`config.mk`:
```
export PLATFORM = sky130hd
export DESIGN_NAME = apb_byte_uart
export DESIGN_NICKNAME = d
export VERILOG_FILES = /design/src/rtl/abu_pkg.sv /design/src/rtl/abu_tx.sv /design/src/rtl/abu_rx.sv /design/src/rtl/abu_regs.sv /design/src/rtl/apb_byte_uart.sv
export SDC_FILE = /design/constraint.sdc
export NUM_CORES = 1
export LEC_CHECK = 0
export BUFFER_PORTS_ARGS = -buffer_cell sky130_fd_sc_hd__buf_2
export CORE_ASPECT_RATIO = 0.5
export CORE_UTILIZATION = 45
export CTS_CLUSTER_DIAMETER = 50
export DETAILED_ROUTE_END_ITERATION = 16
export SYNTH_ARGS = -nofsm -noshare
export SYNTH_HDL_FRONTEND = slang
export SYNTH_SLANG_ARGS = --single-unit
```
`constraint.sdc`:
```
create_clock -name pclk -period 3 [get_ports pclk]
set_input_delay 0.6 -clock pclk [delete_from_list [all_inputs] [get_ports pclk]]
set_output_delay 0.6 -clock pclk [all_outputs]
set_load 0.01 [all_outputs]
```
`src/rtl/abu_pkg.sv`:
```
package abu_pkg;
  // word offsets (byte address >> 2)
  localparam logic [9:0] WA_DATA   = 10'h000;
  localparam logic [9:0] WA_STATUS = 10'h001;
  localparam logic [9:0] WA_CTRL   = 10'h002;
  localparam logic [9:0] WA_INT    = 10'h003;
  localparam logic [9:0] WA_DIV    = 10'h004;
  localparam logic [9:0] WA_ID0    = 10'h3F4;
  localparam int unsigned ID_COUNT = 12;

  // control bit positions
  localparam int unsigned C_TXEN  = 0;
  localparam int unsigned C_RXEN  = 1;
  localparam int unsigned C_TXIE  = 2;
  localparam int unsigned C_RXIE  = 3;
  localparam int unsigned C_TXOIE = 4;
  localparam int unsigned C_RXOIE = 5;
  localparam int unsigned CTRL_W  = 7;

  typedef enum logic [1:0] {RX_IDLE, RX_START, RX_BITS, RX_STOP} rx_state_t;
endpackage

```
`src/rtl/abu_tx.sv`:
```
module abu_tx #(
  parameter int unsigned DATA_BITS = 8,
  parameter int unsigned DIV_W     = 20
) (
  input  logic                 clk,
  input  logic                 rst,
  input  logic [DIV_W-1:0]     div,
  input  logic                 load,
  input  logic [DATA_BITS-1:0] data,
  output logic                 busy,
  output logic                 txd
);
  localparam int unsigned SH_W  = DATA_BITS + 1;
  localparam int unsigned CNT_W = $clog2(SH_W + 1);

  logic [SH_W-1:0]  sh;
  logic [CNT_W-1:0] left;
  logic [DIV_W-1:0] tick;

  always_ff @(posedge clk) begin
    if (rst) begin
      sh   <= '1;
      left <= '0;
      tick <= '0;
      busy <= 1'b0;
      txd  <= 1'b1;
    end else if (!busy) begin
      if (load) begin
        sh   <= {1'b1, data};
        left <= CNT_W'(SH_W);
        tick <= div - 1'b1;
        busy <= 1'b1;
        txd  <= 1'b0;
      end
    end else if (tick != '0) begin
      tick <= tick - 1'b1;
    end else if (left == '0) begin
      busy <= 1'b0;
    end else begin
      txd  <= sh[0];
      sh   <= {1'b1, sh[SH_W-1:1]};
      left <= left - 1'b1;
      tick <= div - 1'b1;
    end
  end

  assert_idle_line_high_R3: assert property (@(posedge clk) disable iff (rst)
    !busy |-> txd);
  assert_load_only_idle_R3: assert property (@(posedge clk) disable iff (rst)
    load |-> !busy);
endmodule

```
`src/rtl/abu_rx.sv`:
```
module abu_rx
  import abu_pkg::*;
#(
  parameter int unsigned DATA_BITS = 8,
  parameter int unsigned DIV_W     = 20
) (
  input  logic                 clk,
  input  logic                 rst,
  input  logic                 en,
  input  logic [DIV_W-1:0]     div,
  input  logic                 rxd,
  output logic                 valid,
  output logic [DATA_BITS-1:0] byte_out
);
  localparam int unsigned IDX_W = $clog2(DATA_BITS);

  logic             s1, s2, s3;
  rx_state_t        st;
  logic [DIV_W-1:0] cnt;
  logic [IDX_W-1:0] idx;
  logic [DATA_BITS-1:0] sh;

  always_ff @(posedge clk) begin
    if (rst) begin
      s1 <= 1'b1; s2 <= 1'b1; s3 <= 1'b1;
    end else begin
      s1 <= rxd; s2 <= s1; s3 <= s2;
    end
  end

  always_ff @(posedge clk) begin
    if (rst || !en) begin
      st       <= RX_IDLE;
      cnt      <= '0;
      idx      <= '0;
      sh       <= '0;
      valid    <= 1'b0;
      byte_out <= '0;
    end else begin
      valid <= 1'b0;
      case (st)
        RX_IDLE: if (s3 && !s2) begin
          st  <= RX_START;
          cnt <= div >> 1;
        end
        RX_START: if (cnt != '0) cnt <= cnt - 1'b1;
          else if (!s2) begin
            st  <= RX_BITS;
            cnt <= div - 1'b1;
            idx <= '0;
          end else st <= RX_IDLE;
        RX_BITS: if (cnt != '0) cnt <= cnt - 1'b1;
          else begin
            sh  <= {s2, sh[DATA_BITS-1:1]};
            cnt <= div - 1'b1;
            idx <= idx + 1'b1;
            if (idx == IDX_W'(DATA_BITS - 1)) st <= RX_STOP;
          end
        RX_STOP: if (cnt != '0) cnt <= cnt - 1'b1;
          else begin
            st <= RX_IDLE;
            if (s2) begin
              valid    <= 1'b1;
              byte_out <= sh;
            end
          end
        default: st <= RX_IDLE;
      endcase
    end
  end

  assert_accept_single_pulse_R6: assert property (@(posedge clk) disable iff (rst)
    valid |=> !valid);
  assert_accept_needs_stop_high_R6: assert property (@(posedge clk) disable iff (rst)
    $rose(valid) |-> $past(s2));
endmodule

```
`src/rtl/abu_regs.sv`:
```
module abu_regs
  import abu_pkg::*;
#(
  parameter int unsigned DATA_BITS = 8,
  parameter int unsigned DIV_W     = 20,
  parameter int unsigned MIN_DIV   = 16,
  parameter logic [7:0]  ID_BASE   = 8'hA0
) (
  input  logic                 clk,
  input  logic                 rst,
  input  logic                 psel,
  input  logic                 penable,
  input  logic                 pwrite,
  input  logic [11:0]          paddr,
  input  logic [31:0]          pwdata,
  output logic [31:0]          prdata,
  input  logic                 tx_busy,
  output logic                 tx_load,
  output logic [DATA_BITS-1:0] tx_data,
  input  logic                 rx_valid,
  input  logic [DATA_BITS-1:0] rx_byte,
  output logic                 rx_en,
  output logic [DIV_W-1:0]     div,
  output logic                 irq_tx,
  output logic                 irq_rx,
  output logic                 irq_txovr,
  output logic                 irq_rxovr,
  output logic                 irq_any
);
  logic [CTRL_W-1:0]    ctrl;
  logic [DATA_BITS-1:0] txbuf, rxbuf;
  logic txfull, rxfull, txovr, rxovr, int_tx, int_rx;

  logic       wr, rd;
  logic [9:0] word;
  logic wr_data, wr_stat, wr_ctrl, wr_int, wr_div, rd_data, rx_take, div_ok;
  logic clr_txo, clr_rxo;
  logic [9:0] id_off;
  logic unused_bits;

  assign wr      = psel & penable & pwrite;
  assign rd      = psel & penable & ~pwrite;
  assign word    = paddr[11:2];
  assign wr_data = wr && word == WA_DATA;
  assign wr_stat = wr && word == WA_STATUS;
  assign wr_ctrl = wr && word == WA_CTRL;
  assign wr_int  = wr && word == WA_INT;
  assign wr_div  = wr && word == WA_DIV;
  assign rd_data = rd && word == WA_DATA;
  assign clr_txo = (wr_stat | wr_int) & pwdata[2];
  assign clr_rxo = (wr_stat | wr_int) & pwdata[3];
  assign div_ok  = div >= DIV_W'(MIN_DIV);
  assign tx_load = txfull & ctrl[C_TXEN] & div_ok & ~tx_busy;
  assign tx_data = txbuf;
  assign rx_take = rx_valid & ctrl[C_RXEN];
  assign rx_en   = ctrl[C_RXEN] & div_ok;
  assign id_off  = word - WA_ID0;
  assign unused_bits = ^{pwdata[31:DIV_W], paddr[1:0], id_off[9:4]};

  always_ff @(posedge clk) begin
    if (rst) begin
      ctrl   <= '0;
      div    <= '0;
      txbuf  <= '0;
      rxbuf  <= '0;
      txfull <= 1'b0;
      rxfull <= 1'b0;
      txovr  <= 1'b0;
      rxovr  <= 1'b0;
      int_tx <= 1'b0;
      int_rx <= 1'b0;
    end else begin
      if (wr_ctrl) ctrl <= pwdata[CTRL_W-1:0];
      if (wr_div)  div  <= pwdata[DIV_W-1:0];
      if (wr_data) txbuf <= pwdata[DATA_BITS-1:0];
      txfull <= (txfull & ~tx_load) | wr_data;
      if (wr_data & txfull & ~tx_load) txovr <= 1'b1;
      else if (clr_txo)                txovr <= 1'b0;
      if (rx_take) rxbuf <= rx_byte;
      rxfull <= rx_take | (rxfull & ~rd_data);
      if (rx_take & rxfull & ~rd_data) rxovr <= 1'b1;
      else if (clr_rxo)                rxovr <= 1'b0;
      if (tx_load & ctrl[C_TXIE])      int_tx <= 1'b1;
      else if (wr_int & pwdata[0])     int_tx <= 1'b0;
      if (rx_take & ctrl[C_RXIE])      int_rx <= 1'b1;
      else if (wr_int & pwdata[1])     int_rx <= 1'b0;
    end
  end

  assign irq_tx    = int_tx;
  assign irq_rx    = int_rx;
  assign irq_txovr = txovr & ctrl[C_TXOIE];
  assign irq_rxovr = rxovr & ctrl[C_RXOIE];
  assign irq_any   = irq_tx | irq_rx | irq_txovr | irq_rxovr;

  always_comb begin
    prdata = '0;
    if (word == WA_DATA)        prdata[DATA_BITS-1:0] = rxbuf;
    else if (word == WA_STATUS) prdata[3:0] = {rxovr, txovr, rxfull, txfull};
    else if (word == WA_CTRL)   prdata[CTRL_W-1:0] = ctrl;
    else if (word == WA_INT)    prdata[3:0] = {irq_rxovr, irq_txovr, int_rx, int_tx};
    else if (word == WA_DIV)    prdata[DIV_W-1:0] = div;
    else if (word >= WA_ID0)    prdata[7:0] = ID_BASE + {4'b0, id_off[3:0]};
  end

  assert_txovr_cause_R4: assert property (@(posedge clk) disable iff (rst)
    $rose(txovr) |-> $past(wr_data && txfull));
  assert_inttx_cause_R5: assert property (@(posedge clk) disable iff (rst)
    $rose(int_tx) |-> $past(tx_load && ctrl[C_TXIE]));
  assert_rxfull_cause_R6: assert property (@(posedge clk) disable iff (rst)
    $rose(rxfull) |-> $past(rx_valid && ctrl[C_RXEN]));
  assert_read_clears_R7: assert property (@(posedge clk) disable iff (rst)
    (rd_data && !rx_valid) |=> !rxfull);
  assert_rxovr_cause_R8: assert property (@(posedge clk) disable iff (rst)
    $rose(rxovr) |-> $past(rxfull));
  assert_intrx_cause_R9: assert property (@(posedge clk) disable iff (rst)
    $rose(int_rx) |-> $past(rx_valid && ctrl[C_RXIE]));
  assert_status_ro_R11: assert property (@(posedge clk) disable iff (rst)
    (wr_stat && !tx_load && !rx_valid) |=> $stable(txfull) && $stable(rxfull));
  assert_no_start_slow_R14: assert property (@(posedge clk) disable iff (rst)
    tx_load |-> div >= DIV_W'(MIN_DIV));
endmodule

```
`src/rtl/apb_byte_uart.sv`:
```
module apb_byte_uart #(
  parameter int unsigned DATA_BITS = 8,
  parameter int unsigned DIV_W     = 20,
  parameter int unsigned MIN_DIV   = 16,
  parameter logic [7:0]  ID_BASE   = 8'hA0
) (
  input  logic        pclk,
  input  logic        rst,
  input  logic        psel,
  input  logic        penable,
  input  logic        pwrite,
  input  logic [11:0] paddr,
  input  logic [31:0] pwdata,
  output logic [31:0] prdata,
  output logic        pready,
  output logic        pslverr,
  input  logic        rxd,
  output logic        txd,
  output logic        irq_tx,
  output logic        irq_rx,
  output logic        irq_txovr,
  output logic        irq_rxovr,
  output logic        irq_any
);
  logic                 tx_busy, tx_load, rx_valid, rx_en;
  logic [DATA_BITS-1:0] tx_data, rx_byte;
  logic [DIV_W-1:0]     div;

  assign pready  = 1'b1;
  assign pslverr = 1'b0;

  abu_regs #(.DATA_BITS(DATA_BITS), .DIV_W(DIV_W), .MIN_DIV(MIN_DIV), .ID_BASE(ID_BASE)) u_regs (
    .clk(pclk), .rst(rst), .psel(psel), .penable(penable), .pwrite(pwrite),
    .paddr(paddr), .pwdata(pwdata), .prdata(prdata),
    .tx_busy(tx_busy), .tx_load(tx_load), .tx_data(tx_data),
    .rx_valid(rx_valid), .rx_byte(rx_byte), .rx_en(rx_en), .div(div),
    .irq_tx(irq_tx), .irq_rx(irq_rx), .irq_txovr(irq_txovr),
    .irq_rxovr(irq_rxovr), .irq_any(irq_any));

  abu_tx #(.DATA_BITS(DATA_BITS), .DIV_W(DIV_W)) u_tx (
    .clk(pclk), .rst(rst), .div(div), .load(tx_load), .data(tx_data),
    .busy(tx_busy), .txd(txd));

  abu_rx #(.DATA_BITS(DATA_BITS), .DIV_W(DIV_W)) u_rx (
    .clk(pclk), .rst(rst), .en(rx_en), .div(div), .rxd(rxd),
    .valid(rx_valid), .byte_out(rx_byte));

  assert_any_follows_sources_R12: assert property (@(posedge pclk) disable iff (rst)
    $rose(irq_any) |-> (irq_tx || irq_rx || irq_txovr || irq_rxovr));
endmodule

```
# Word-level counts from Yosys, hierarchy flattened
# Index checks and enable logic that the tools add are counted.
dict set report classes {
  muxes 61
  add_sub_neg 7
  reduce_logical 29
  n_bitwise 34
  n_eq_ne 19
  order_cmp 2
}
# op count
set ops {}
lappend ops {{$mux W20} 9}
lappend ops {{$pmux W20 S4} 1}
lappend ops {{$sub A20 B1 Y20 const B} 3}
lappend ops {{$mux W8} 7}
lappend ops {{$reduce_bool A20 Y1} 2}
lappend ops {{$mux W9} 4}
lappend ops {{$mux W16} 2}
lappend ops {{$mux W12} 2}
lappend ops {{$mux W4} 6}
lappend ops {{$and A1 B1 Y1} 22}
lappend ops {{$eq A10 B2 Y1 const B} 2}
lappend ops {{$ge A20 B5 Y1 const B} 1}
lappend ops {{$mux W1} 17}
lappend ops {{$mux W13} 1}
lappend ops {{$mux W2} 6}
lappend ops {{$ne A2 B2 Y1 const B} 6}
lappend ops {{$reduce_bool A2 Y1} 6}
lappend ops {{$eq A10 B1 Y1 const B} 1}
lappend ops {{$eq A10 B3 Y1 const B} 1}
lappend ops {{$ge A10 B10 Y1 const B} 1}
lappend ops {{$logic_not A10 Y1} 1}
lappend ops {{$mux W3} 3}
lappend ops {{$reduce_and A3 Y1} 3}
lappend ops {{$add A8 B4 Y8 const A} 1}
lappend ops {{22 further kinds} 44}
dict set report word_totals {
  word_cells 176
  register_bits 129
  out_inout_bits 40
}

# Depth between registers and ports, before layout
# Gate-level depths: netlist of the first run.
dict set report logic_depth {
  word_depth 12
  depth_mapped 10
}

# Hierarchy
# A second synthesis of the first run with hierarchy kept.
dict set report unflattened {
  cells_unflattened 1024
  area_unflattened_um2 8055.2
}
# module cells_each area_per_inst_um2 instances seq_area_each_um2
set by_module_without_submodules {}
lappend by_module_without_submodules {abu_rx 389 2971.6 1 900.9}
lappend by_module_without_submodules {abu_regs 324 2551.2 1 980.9}
lappend by_module_without_submodules {abu_tx 307 2509.9 1 680.7}
lappend by_module_without_submodules {apb_byte_uart 4 22.5 1 0.0}

# Least setup slack after synthesis of the first run
# No wires, ideal clock.
dict set report synth_timing {
  kind {register to register}
  from {register u_regs.div[5]}
  to {register u_tx.txd}
  n_path_buf 3
  required_time_ns 2.878
  slack_ns 0.383
  arrival_time_ns 2.494
  setup_ns 0.122
  period_less_slack_ns 2.617
  path_stages_with_launch 9
  cell_sequence {dfxtp_1 > buf_6 > or4_4 > or4_4 > o21a_4 > or2_1 > buf_6 > buf_12 > a311o_1}
}
dict set report synth_between {
  elab_chain_cells 5
}
# item line_no
set synth_lines {}
lappend synth_lines {{start: declaration} abu_regs.sv:23} ;# output logic [DIV_W-1:0] div,
lappend synth_lines {{start signal: assignment} abu_regs.sv:74} ;# if (wr_div) div <= pwdata[DIV_W-1:0];
lappend synth_lines {{$ge A20 B5 Y1} abu_regs.sv:52} ;# assign div_ok = div >= DIV_W'(MIN_DIV);
lappend synth_lines {{$and A1 B1 Y1 (2 in series)} abu_regs.sv:53} ;# assign tx_load = txfull & ctrl[C_TXEN] & div_ok & ~tx_busy;
lappend synth_lines {{$reduce_bool A2 Y1 (no line)} -}
lappend synth_lines {{$reduce_and A3 Y1 (no line)} -}
lappend synth_lines {{end signal: assignment} abu_tx.sv:40} ;# txd <= sh[0];
lappend synth_lines {{end: declaration} abu_tx.sv:11} ;# output logic txd
# No other way between the ends.
# A chain may end at the register's enable or synchronous reset.

# Worst setup path in the final report of the first run
dict set report layout_timing {
  from {register u_rx.cnt[11]}
  to {register u_rx.cnt[5]}
}
dict set report layout_between {
  elab_chain_cells 3
  elab_cells_between_ends 7
  classes_between {2 x eq/ne; 3 x mux; 2 x reduce/logical}
}
# item line_no
set layout_lines {}
lappend layout_lines {{start: declaration} abu_rx.sv:19} ;# logic [DIV_W-1:0] cnt;
lappend layout_lines {{start signal: assignment} abu_rx.sv:44} ;# cnt <= div >> 1;
lappend layout_lines {{start signal: assignment} abu_rx.sv:46} ;# RX_START: if (cnt != '0) cnt <= cnt - 1'b1;
lappend layout_lines {{start signal: assignment} abu_rx.sv:49} ;# cnt <= div - 1'b1;
lappend layout_lines {{$reduce_bool A20 Y1 *} {abu_rx.sv:46, abu_rx.sv:52, abu_rx.sv:59}}
lappend layout_lines {{$mux W20, or another cell as far along} abu_rx.sv:52} ;# RX_BITS: if (cnt != '0) cnt <= cnt - 1'b1;
lappend layout_lines {{$pmux W20 S4 / $reduce_and A3 Y1 (equally long branches)} -}
# Every way passes the cells marked *; elsewhere a longest branch is shown, timed or not.

==> results of run 1 <==
flip-flops by register name (all words and copies together), names as in the netlist, 3 cells and up, named ones only:
name / cells
u_regs.ctrl: 7
u_regs.rxbuf: 8
u_rx.byte_out: 8
u_rx.sh: 8
u_regs.div: 20
u_tx.tick: 20
u_regs.tx_data: 8
u_tx.left: 4
u_rx.idx: 3
u_tx.sh: 8
u_rx.cnt: 20
metal layers:
layer,track usage [%],wire length [um],up-vias
met5,0,0,-
met4,7.42,235,0
met3,5.08,1350,18
met2,35.6,8450,199
met1,37.6,10300,3308
li1,-,-,3377
worst reg2reg max path, cell delays in order, from the launching register on:
cell and delay, ns:
dfxtp_1 0.36, or4_1 0.62, or3_1 0.50, o32a_1 0.62, a221o_1 0.39, a22oi_1 0.14, nor2_1 0.05
cell type report:
type	instances	area, sq um	area share [%]
inverter	29	109	1.29
clock buffer	19	433	5.14
clock inverter	13	161	1.92
multi-input combinational	707	4290	50.9
tap	204	255	3.03
timing repair buffer	97	613	7.28
sequential	128	2560	30.4
cell families after synthesis:
kind of cell / count (synthesis)
AOI/OAI and AO/OA: 220
and+or+nand+nor: 375
buffers and inverters: 108
muxes: 44
DFF: 128
xor gates and xnor gates: 37
adders and majority gates: 17
other: 2
final timing paths:
path | to | slack (ns) | from | cells past startpoint
setup / recovery | u_rx.cnt[5] | 0.21 | u_rx.cnt[11] | 6
hold reg to reg | u_rx.s2 | 0.41 | u_rx.s1 | 1
setup reg to reg | u_rx.cnt[5] | 0.21 | u_rx.cnt[11] | 6
hold / removal | u_rx.s1 | 0.36 | rxd | 2
metrics by stage:
| step | setup WS (ns) | utilization (%) | hold WS, ns | area [sq um] | power, uW |
|---|---|---|---|---|---|
| 2_1_floorplan | 0.383 | - | 0.389 | 7350 | 1810 |
| 3_3_place_gp | 0.257 | 50.1 | 0.393 | 7830 | 1840 |
| 3_5_place_dp | 0.229 | 50.1 | 0.399 | 7830 | 1840 |
| 4_1_cts | 0.220 | 53.9 | 0.348 | 8420 | 3950 |
| 5_1_grt | 0.0140 | 53.9 | 0.355 | 8420 | 4040 |
| 6_report | 0.207 | 53.9 | 0.361 | 8420 | 3920 |
cell usage in the layout (no fill, tap or decap), types with 29 or more instances in the layout:
| master | synthesis | final |
|---|---|---|
| a21oi_1 | 96 | 96 |
| buf_2 | 9 | 61 |
| buf_4 | 17 | 33 |
| dfxtp_1 | 128 | 128 |
| inv_1 | 29 | 29 |
| mux2i_1 | 31 | 31 |
| nand2_1 | 100 | 100 |
| nand3_1 | 48 | 48 |
| nor2_1 | 87 | 86 |
| nor3_1 | 29 | 29 |
| o21ai_0 | 33 | 33 |
report_power, final:
part | switching [uW] | internal (uW)
registers | 1.43 | 1700
logic | 70.8 | 33.5
clock network | 803 | 1310
==> flow_summary_export.csv, run 1 <==
group,metric,value,unit
logic_synthesis,ys_types,68,
critical_path,max_stage_delay,0.62,ns
floorplanning,start_util,46.8,%
logic_synthesis,ys_ff_latch,128,
grt,grt_pass1_vias,6146,
placement,dp.cells,1165,
floorplanning,pin_count,90,
timing,min_period,2.79,ns
routing,drtAntennaViolNets,0,
logic_synthesis,synth_compound_area_share,18.9,%
logic_synthesis,synth_edf_count,0,
logic_synthesis,synth_most_common_cell,"dfxtp_1",
critical_path,worstPathArrival,3.10,ns
timing,timing.final.crit_share,93.1,%
floorplanning,die_y,92.1,um
logic_synthesis,synth_top_family_by_area,"simple AND/OR/NAND/NOR gates",
clocking,cts_sinks,128,
clocking,htree_levels,4,
finish,fin_nets,1047,
logic_synthesis,synth_largest_area_cell,"dfxtp_1",
placement,place_hpwl,14300,um
logic_synthesis,synth_simple_gate_area_share,25.3,%
routing,vias,6902,
outcome,status,"complete, no violations",
timing,hold_viol,0,
routing,drtIter0Drc,767,
floorplanning,rows,32,
job,maxCapViolations,0,
pwr,cellPowerDensity,465,mW/mm^2
finish,final_cells,1197,
logic_synthesis,yosys-top-cells-count,"dfxtp_1 (128), nand2_1 (100), a21oi_1 (96)",
clocking,clk_latency,0.42,ns
critical_path,critPathKind,"reg -> reg",
logic_synthesis,synth_area,0.00730,sq mm
clocking,clock_path_buffers,2,
logic_synthesis,async_flop_share,0,%
timing,rsz0062_at_grt,"false",
timing,tns,0,ns
timing,skew,0.0103,ns
logic_synthesis,netlist_instances,931,
critical_path,path_buf_inv,0,
clocking,cts.clk_slew.worst_paths,0.06,ns
logic_synthesis,postSynthAreaPerCell,7.84,sq um
finish,drive_gt1_share,15.9,%
floorplanning,core_area,0.0156,sq mm
logic_synthesis,synth_top_cell_area_share,35.1,%
logic_synthesis,synthAdderAreaFrac,2.91,%
clocking,holdBufCountCts,0,
critical_path,cp-start-kind,"flop",
critical_path,crit_path_end_kind,"flop",
timing,drv_slew,0,
timing,relSlewSlack,38.0,%
routing,drc,0,
grt,grt_pass1_wl,32800,um
routing,routed_wl,20400,um
finish,fill_cells,1517,
routing,viasPerCell,5.77,
clocking,cts_tree,"done",
finish,insertedDiodeCount,0,
logic_synthesis,ys_seq_area_share,35.1,%
critical_path,critPathTopFamily,"simple AND/OR/NAND/NOR gates",
grt,grt_overflow,0,
placement,gp_congestion,0.878,
grt,grt_start_max_net_pins,87,
floorplanning,die_x,182,um
timing,tightest_slew,0.930,ns
logic_synthesis,synth_area_leaders,"dfxtp_1 (35%), a21oi_1 (6.6%), nand2_1 (5.1%)",
clocking,cts_resized,0,
clocking,cts_setup_buffers,0,
grt,antenna_found_initial,0,
critical_path,crit_fanout,14,
critical_path,slowest_stage,"or4_1",
critical_path,required,3.31,ns
routing,drtPass1Iterations,5,
critical_path,crit_chain,"or4_1, or3_1, o32a_1, a221o_1, a22oi_1, nor2_1",
logic_synthesis,synth_mux_area_share,6.26,%
timing,clock.fmax,0.358,GHz
logic_synthesis,synth_xor_area_share,4.44,%
pwr,ir_drop,0.000368,V
floorplanning,die_area,0.0168,sq mm
placement,io_buffers,61,
logic_synthesis,yosysWarnings,0,
worst_hold_path,hp-class,"in -> reg",
timing,setup_viol,0,
clocking,cts_made_buffers,17,
clocking,cts-root-buf,"clkbuf_16",
finish,syn_to_final_growth,15.4,%
pwr,leakage,0.00328,uW
logic_synthesis,ys.flop_type,"dfxtp_1",
grt,grt_usage,25.1,%
routing,wire_per_inst,17.0,um
No activity file was read; power rests on OpenSTA's default activity.
==> run 2, diff against run 1 <==
- CORE_MARGIN: default -> 2
- RECOVER_POWER: default -> 25
==> flow_summary_export.csv, run 2 (synthesized netlist as in run 1, its figures left out) <==
group,metric,value,unit
outcome,status,"finished with violations",
outcome,violations,"capacitance limit, slew limit",
finish,drive_gt1_share,15.1,%
finish,final_cells,1195,
critical_path,crit_fanout,7,
routing,viasPerCell,5.73,
worst_hold_path,hp-class,"in -> reg",
critical_path,cp-start-kind,"flop",
grt,met1_usage,37.5,%
timing,clock.fmax,0.365,GHz
timing,tns,0,ns
worst_hold_path,min_to,"u_rx.s1",
timing,skew,0.0121,ns
finish,layout_common_cells,"dfxtp_1 (128), nand2_1 (100), a21oi_1 (96), nor2_1 (86), buf_2 (57)",
critical_path,rrSetupSlack,0.26,ns
clocking,cts_made_buffers,17,
grt,busiest_layer,"met1",
grt,grtUsageMet3,5.31,%
placement,dp.cells,1163,
pwr,cellPowerDensity,458,mW/mm^2
clocking,cts_resized,0,
clocking,holdBufCountCts,0,
timing,timing.final.crit_share,91.4,%
grt,antenna_found_initial,0,
finish,syn_to_final_growth,14.6,%
worst_hold_path,hold_depth,2,
finish,insertedDiodeCount,0,
timing,min_period,2.74,ns
floorplanning,rows,32,
finish,top_regs,"u_regs.div: 20 flops, u_rx.cnt: 20 flops, u_tx.tick: 20 flops",
finish,mostFrequentLayoutCell,"dfxtp_1",
critical_path,crit_chain,"inv_1, ha_1, or4b_2, nor4_1, xor2_1, a22oi_1, o21ai_0",
critical_path,r2r-end,"u_rx.cnt[18]",
routing,drtPass1Iterations,5,
clocking,clk_latency,0.42,ns
grt,grt_overflow,0,
timing,setup_viol,0,
grt,grt_pass1_wl,33200,um
placement,gp_congestion,0.917,
pwr,ir_drop,0.000353,V
timing,drv_slew,87,
routing,wire_per_inst,17.2,um
routing,drc,0,
routing,drtIter0Drc,678,
worst_hold_path,hp-start,"rxd",
clocking,cts_sinks,128,
critical_path,critPathKind,"reg -> reg",
clocking,cts_tree,"done",
clocking,cts.clk_slew.worst_paths,0.06,ns
timing,rsz0062_at_grt,"false",
placement,place_hpwl,14400,um
critical_path,max_stage_delay,0.72,ns
grt,grt_use_met2,34.9,%
grt,grt_pass1_vias,6183,
job,maxCapViolations,1,
timing,tightest_slew,1.80,ns
grt,grt_start_max_net_pins,87,
critical_path,worstPathArrival,3.08,ns
floorplanning,die_y,94.1,um
routing,drtAntennaViolNets,0,
grt,grt_usage,24.7,%
routing,vias,6844,
floorplanning,die_x,184,um
clocking,cts-root-buf,"clkbuf_16",
pwr,leakage,0.00324,uW
critical_path,reg2reg_depth,7,
critical_path,required,3.34,ns
timing,relSlewSlack,-19.8,%
critical_path,slowest_stage,"or4b_2",
clocking,htree_levels,4,
clocking,cts_setup_buffers,0,
placement,io_buffers,61,
floorplanning,die_area,0.0173,sq mm
critical_path,reg2reg_from,"u_regs.div[0]",
timing,hold_viol,0,
routing,routed_wl,20500,um
clocking,clock_path_buffers,2,
placement,dp_slack,0.276,ns
floorplanning,start_util,46.8,%
critical_path,crit_path_end_kind,"flop",
floorplanning,pin_count,90,
floorplanning,core_area,0.0156,sq mm
finish,fin_nets,1045,
timing,worst_slack,0.259,ns
## run 2: cell count changes in the layout (fill, tap and decap cells not counted), moves of 3 or more
cell        delta
and2_0         +3
buf_4          -5
and2_1         -3
clkbuf_1       +4
buf_2          -4
clkinvlp_4     +3
clkbuf_8       +3
## run 2: worst max-delay path, delay by kind of cell, from the launching register on
family                     cells  cell delay, ns
AOI/OAI and AO/OA              2            0.34
xor gates and xnor gates       1            0.54
adders and majority gates      1            0.23
buffers and inverters          1            0.19
DFF                            1            0.37
and+or+nand+nor                2            0.99
## run 2: final cells by class
cell class	instances	area, sq um
fillers	1538	7250
multi-input cells	707	4280
flip-flops and latches	128	2560
repair buffers	95	583
clock buffers	20	467
well taps	204	255
clock inverters	12	110
inverters	29	109
## run 2: per-layer routing
layer / part of all wire [%] / up-vias / routed length, um
met5: 0 / - / 0
met4: 0.95 / 0 / 196
met3: 6.3 / 19 / 1300
met2: 41 / 207 / 8490
met1: 51 / 3237 / 10500
li1: - / 3381 / -
## run 2: stage by stage
step                utilization [%]  instance area, sq um  power, uW  hold slack [ns]
floorplan                         -                  7350       1810            0.389
global placement               50.0                  7810       1840            0.392
detailed placement             50.0                  7810       1840            0.398
CTS                            53.7                  8390       3850            0.346
global route                   53.6                  8370       3950            0.353
finish                         53.6                  8370       3830            0.357
## run 2: how the worst max path moves through the flow
| stage | start | to | slack [ns] | depth (start not counted) |
|---|---|---|---|---|
| 3_3_place_gp | u_rx.cnt[11] | u_rx.cnt[5] | 0.31 | 6 |
| 3_5_place_dp | u_rx.cnt[11] | u_rx.cnt[2] | 0.28 | 6 |
| 6_report | u_regs.div[0] | u_rx.cnt[18] | 0.26 | 7 |
| 5_1_grt | u_rx.cnt[11] | u_rx.cnt[5] | 0.11 | 6 |
| 2_1_floorplan | u_regs.div[5] | u_tx.txd | 0.38 | 8 |
| 4_1_cts | u_rx.cnt[11] | u_rx.cnt[2] | 0.26 | 6 |
## run 2: report_power, final
| group | internal [uW] | leakage (uW) | switching, uW |
|---|---|---|---|
| clock network | 1210 | 0.000274 | 817 |
| logic | 33.0 | 0.00193 | 69.8 |
| registers | 1700 | 0.00103 | 1.30 |
| total | 2940 | 0.00324 | 888 |
==> run 3, diff against run 2 <==
- CAP_MARGIN: default -> 15
- RECOVER_POWER: 25 -> 50
==> flow_summary_export.csv, run 3 (synthesized netlist as in run 1, its figures left out) <==
group,metric,value,unit
critical_path,path_depth,7,
pwr,leakage,0.00323,uW
placement,gp_congestion,0.917,
timing,hold_viol,0,
finish,top_regs,"u_regs.div: 20 flops, u_rx.cnt: 20 flops, u_tx.tick: 20 flops",
floorplanning,core_area,0.0156,sq mm
clocking,clk_latency,0.42,ns
critical_path,required,3.24,ns
outcome,violations,"capacitance limit, slew limit",
critical_path,crit_chain,"or4_1, or4_1, o21a_1, or2_2, nand2b_2, inv_1, o2bb2ai_1",
routing,wire_per_inst,17.2,um
worst_hold_path,hp-class,"in -> reg",
clocking,holdBufCountCts,0,
routing,routed_wl,20600,um
critical_path,critPathKind,"reg -> reg",
critical_path,reg2reg_depth,7,
timing,clock.fmax,0.356,GHz
timing,setup_viol,0,
routing,vias,6882,
pwr,switching_power,890,uW
critical_path,critPathTopFamily,"simple AND/OR/NAND/NOR gates",
pwr,cellPowerDensity,458,mW/mm^2
critical_path,reg2reg_from,"u_regs.div[5]",
critical_path,crit_top_cell,"or4_1",
pwr,switching_share,23.2,%
outcome,status,"finished with violations",
critical_path,endpoint,"u_tx.tick[19]",
timing,rsz0062_at_grt,"false",
grt,grt_usage,24.7,%
placement,place_hpwl,14400,um
clocking,cts.clk_slew.worst_paths,0.06,ns
timing,relSlewSlack,-20.4,%
routing,drtAntennaViolNets,0,
finish,fin_nets,1046,
floorplanning,pin_count,90,
grt,grt_pass1_wl,33200,um
floorplanning,die_x,184,um
finish,insertedDiodeCount,0,
timing,tightest_slew,1.81,ns
clocking,cts_resized,0,
routing,viasPerCell,5.75,
finish,fill_cells,1545,
critical_path,critPathLaunch,"u_regs.div[5]",
finish,mostFrequentLayoutCell,"dfxtp_1",
critical_path,path_buf_inv,1,
finish,drive_gt1_share,14.5,%
finish,layout_common_cells,"dfxtp_1 (128), nand2_1 (100), a21oi_1 (96), nor2_1 (87), buf_2 (55)",
clocking,cts_made_buffers,17,
floorplanning,start_util,46.8,%
grt,antenna_found_initial,0,
timing,drv_slew,87,
floorplanning,die_area,0.0173,sq mm
timing,skew,0.0107,ns
critical_path,r2r-end,"u_tx.tick[19]",
job,maxCapViolations,1,
critical_path,crit_path_end_kind,"flop",
critical_path,slowest_stage,"or4_1",
clocking,htree_levels,4,
floorplanning,rows,32,
timing,tns,0,ns
critical_path,rrSetupSlack,0.19,ns
clocking,clock_path_buffers,2,
floorplanning,die_y,94.1,um
pwr,ir_drop,0.000353,V
clocking,cts_tree,"done",
clocking,cts-root-buf,"clkbuf_16",
timing,timing.final.crit_share,93.6,%
pwr,seq_power_share,44.5,%
routing,drtPass1Iterations,5,
clocking,cts_sinks,128,
routing,drtIter0Drc,726,
clocking,cts_setup_buffers,0,
routing,drc,0,
critical_path,cp-start-kind,"flop",
finish,syn_to_final_growth,14.5,%
pwr,pwr-share-comb,2.7,%
timing,worst_slack,0.193,ns
placement,io_buffers,61,
critical_path,crit_fanout,10,
grt,grt_pass1_vias,6183,
critical_path,max_stage_delay,0.59,ns
timing,min_period,2.81,ns
grt,grt_overflow,0,
pwr,p_clk_share,52.9,%
critical_path,worstPathArrival,3.05,ns
placement,dp_slack,0.276,ns
grt,grt_start_max_net_pins,87,
pwr,intPower,2940,uW
==> run 3: cell count changes in the layout (fill, tap and decap cells not counted), sizes merged <==
| cell | change |
|---|---|
| buf | -3 |
| clkbuf | +4 |
==> run 3: final cells by class <==
cell class,count,area [sq um],share of cell area [%]
sequential,128,2560,30.7
clock inverter,12,110,1.32
clock buffer,20,467,5.58
timing repair buffer,96,589,7.05
tap,204,255,3.05
multi-input combinational,707,4260,51.0
inverter,29,109,1.30
==> run 3: worst register-to-register path, stage by stage (launching register included) <==
cell and delay (ns):
dfxtp_1 0.31, or4_1 0.59, or4_1 0.57, o21a_1 0.31, or2_2 0.45, nand2b_2 0.20, inv_1 0.08, o2bb2ai_1 0.12
==> run 3: layer usage <==
metal | wire length (um) | global-route usage, % | vias to the layer above
li1 | - | - | 3382
met3 | 1380 | 5.31 | 19
met5 | 0 | 0 | -
met1 | 10600 | 37.5 | 3261
met2 | 8440 | 34.9 | 220
met4 | 193 | 5.93 | 0
==> run 3: power by group through the flow <==
| stage | clock network [uW] | logic [uW] | registers (uW) |
|---|---|---|---|
| final | 2020 | 103 | 1700 |
| after global routing | 2140 | 113 | 1700 |
| after CTS | 2040 | 102 | 1700 |
| after detailed placement | 0 | 102 | 1740 |
| after global placement | 0 | 102 | 1740 |
| after floorplan | 0 | 69.5 | 1740 |
==> run 3: worst min path at each step <==
| stage | start | end | slack [ns] | depth (start not counted) |
|---|---|---|---|---|
| 6_report | rxd | u_rx.s1 | 0.36 | 2 |
| 3_3_place_gp | u_rx.s1 | u_rx.s2 | 0.39 | 1 |
| 2_1_floorplan | u_rx.s1 | u_rx.s2 | 0.39 | 1 |
| 3_5_place_dp | u_rx.s1 | u_rx.s2 | 0.40 | 1 |
| 5_1_grt | rxd | u_rx.s1 | 0.35 | 2 |
| 4_1_cts | rxd | u_rx.s1 | 0.35 | 2 |
==> run 3: per-stage QoR <==
step	total power, uW	cell area [sq um]	hold WS, ns	instances	util [%]
after global placement	1840	7810	0.392	1163	50.0
after CTS	3850	8390	0.346	1195	53.7
after floorplan	1810	7350	0.389	943	-
after global routing	3950	8360	0.353	1196	53.5
after detailed placement	1840	7810	0.398	1163	50.0
final	3830	8360	0.356	1196	53.5
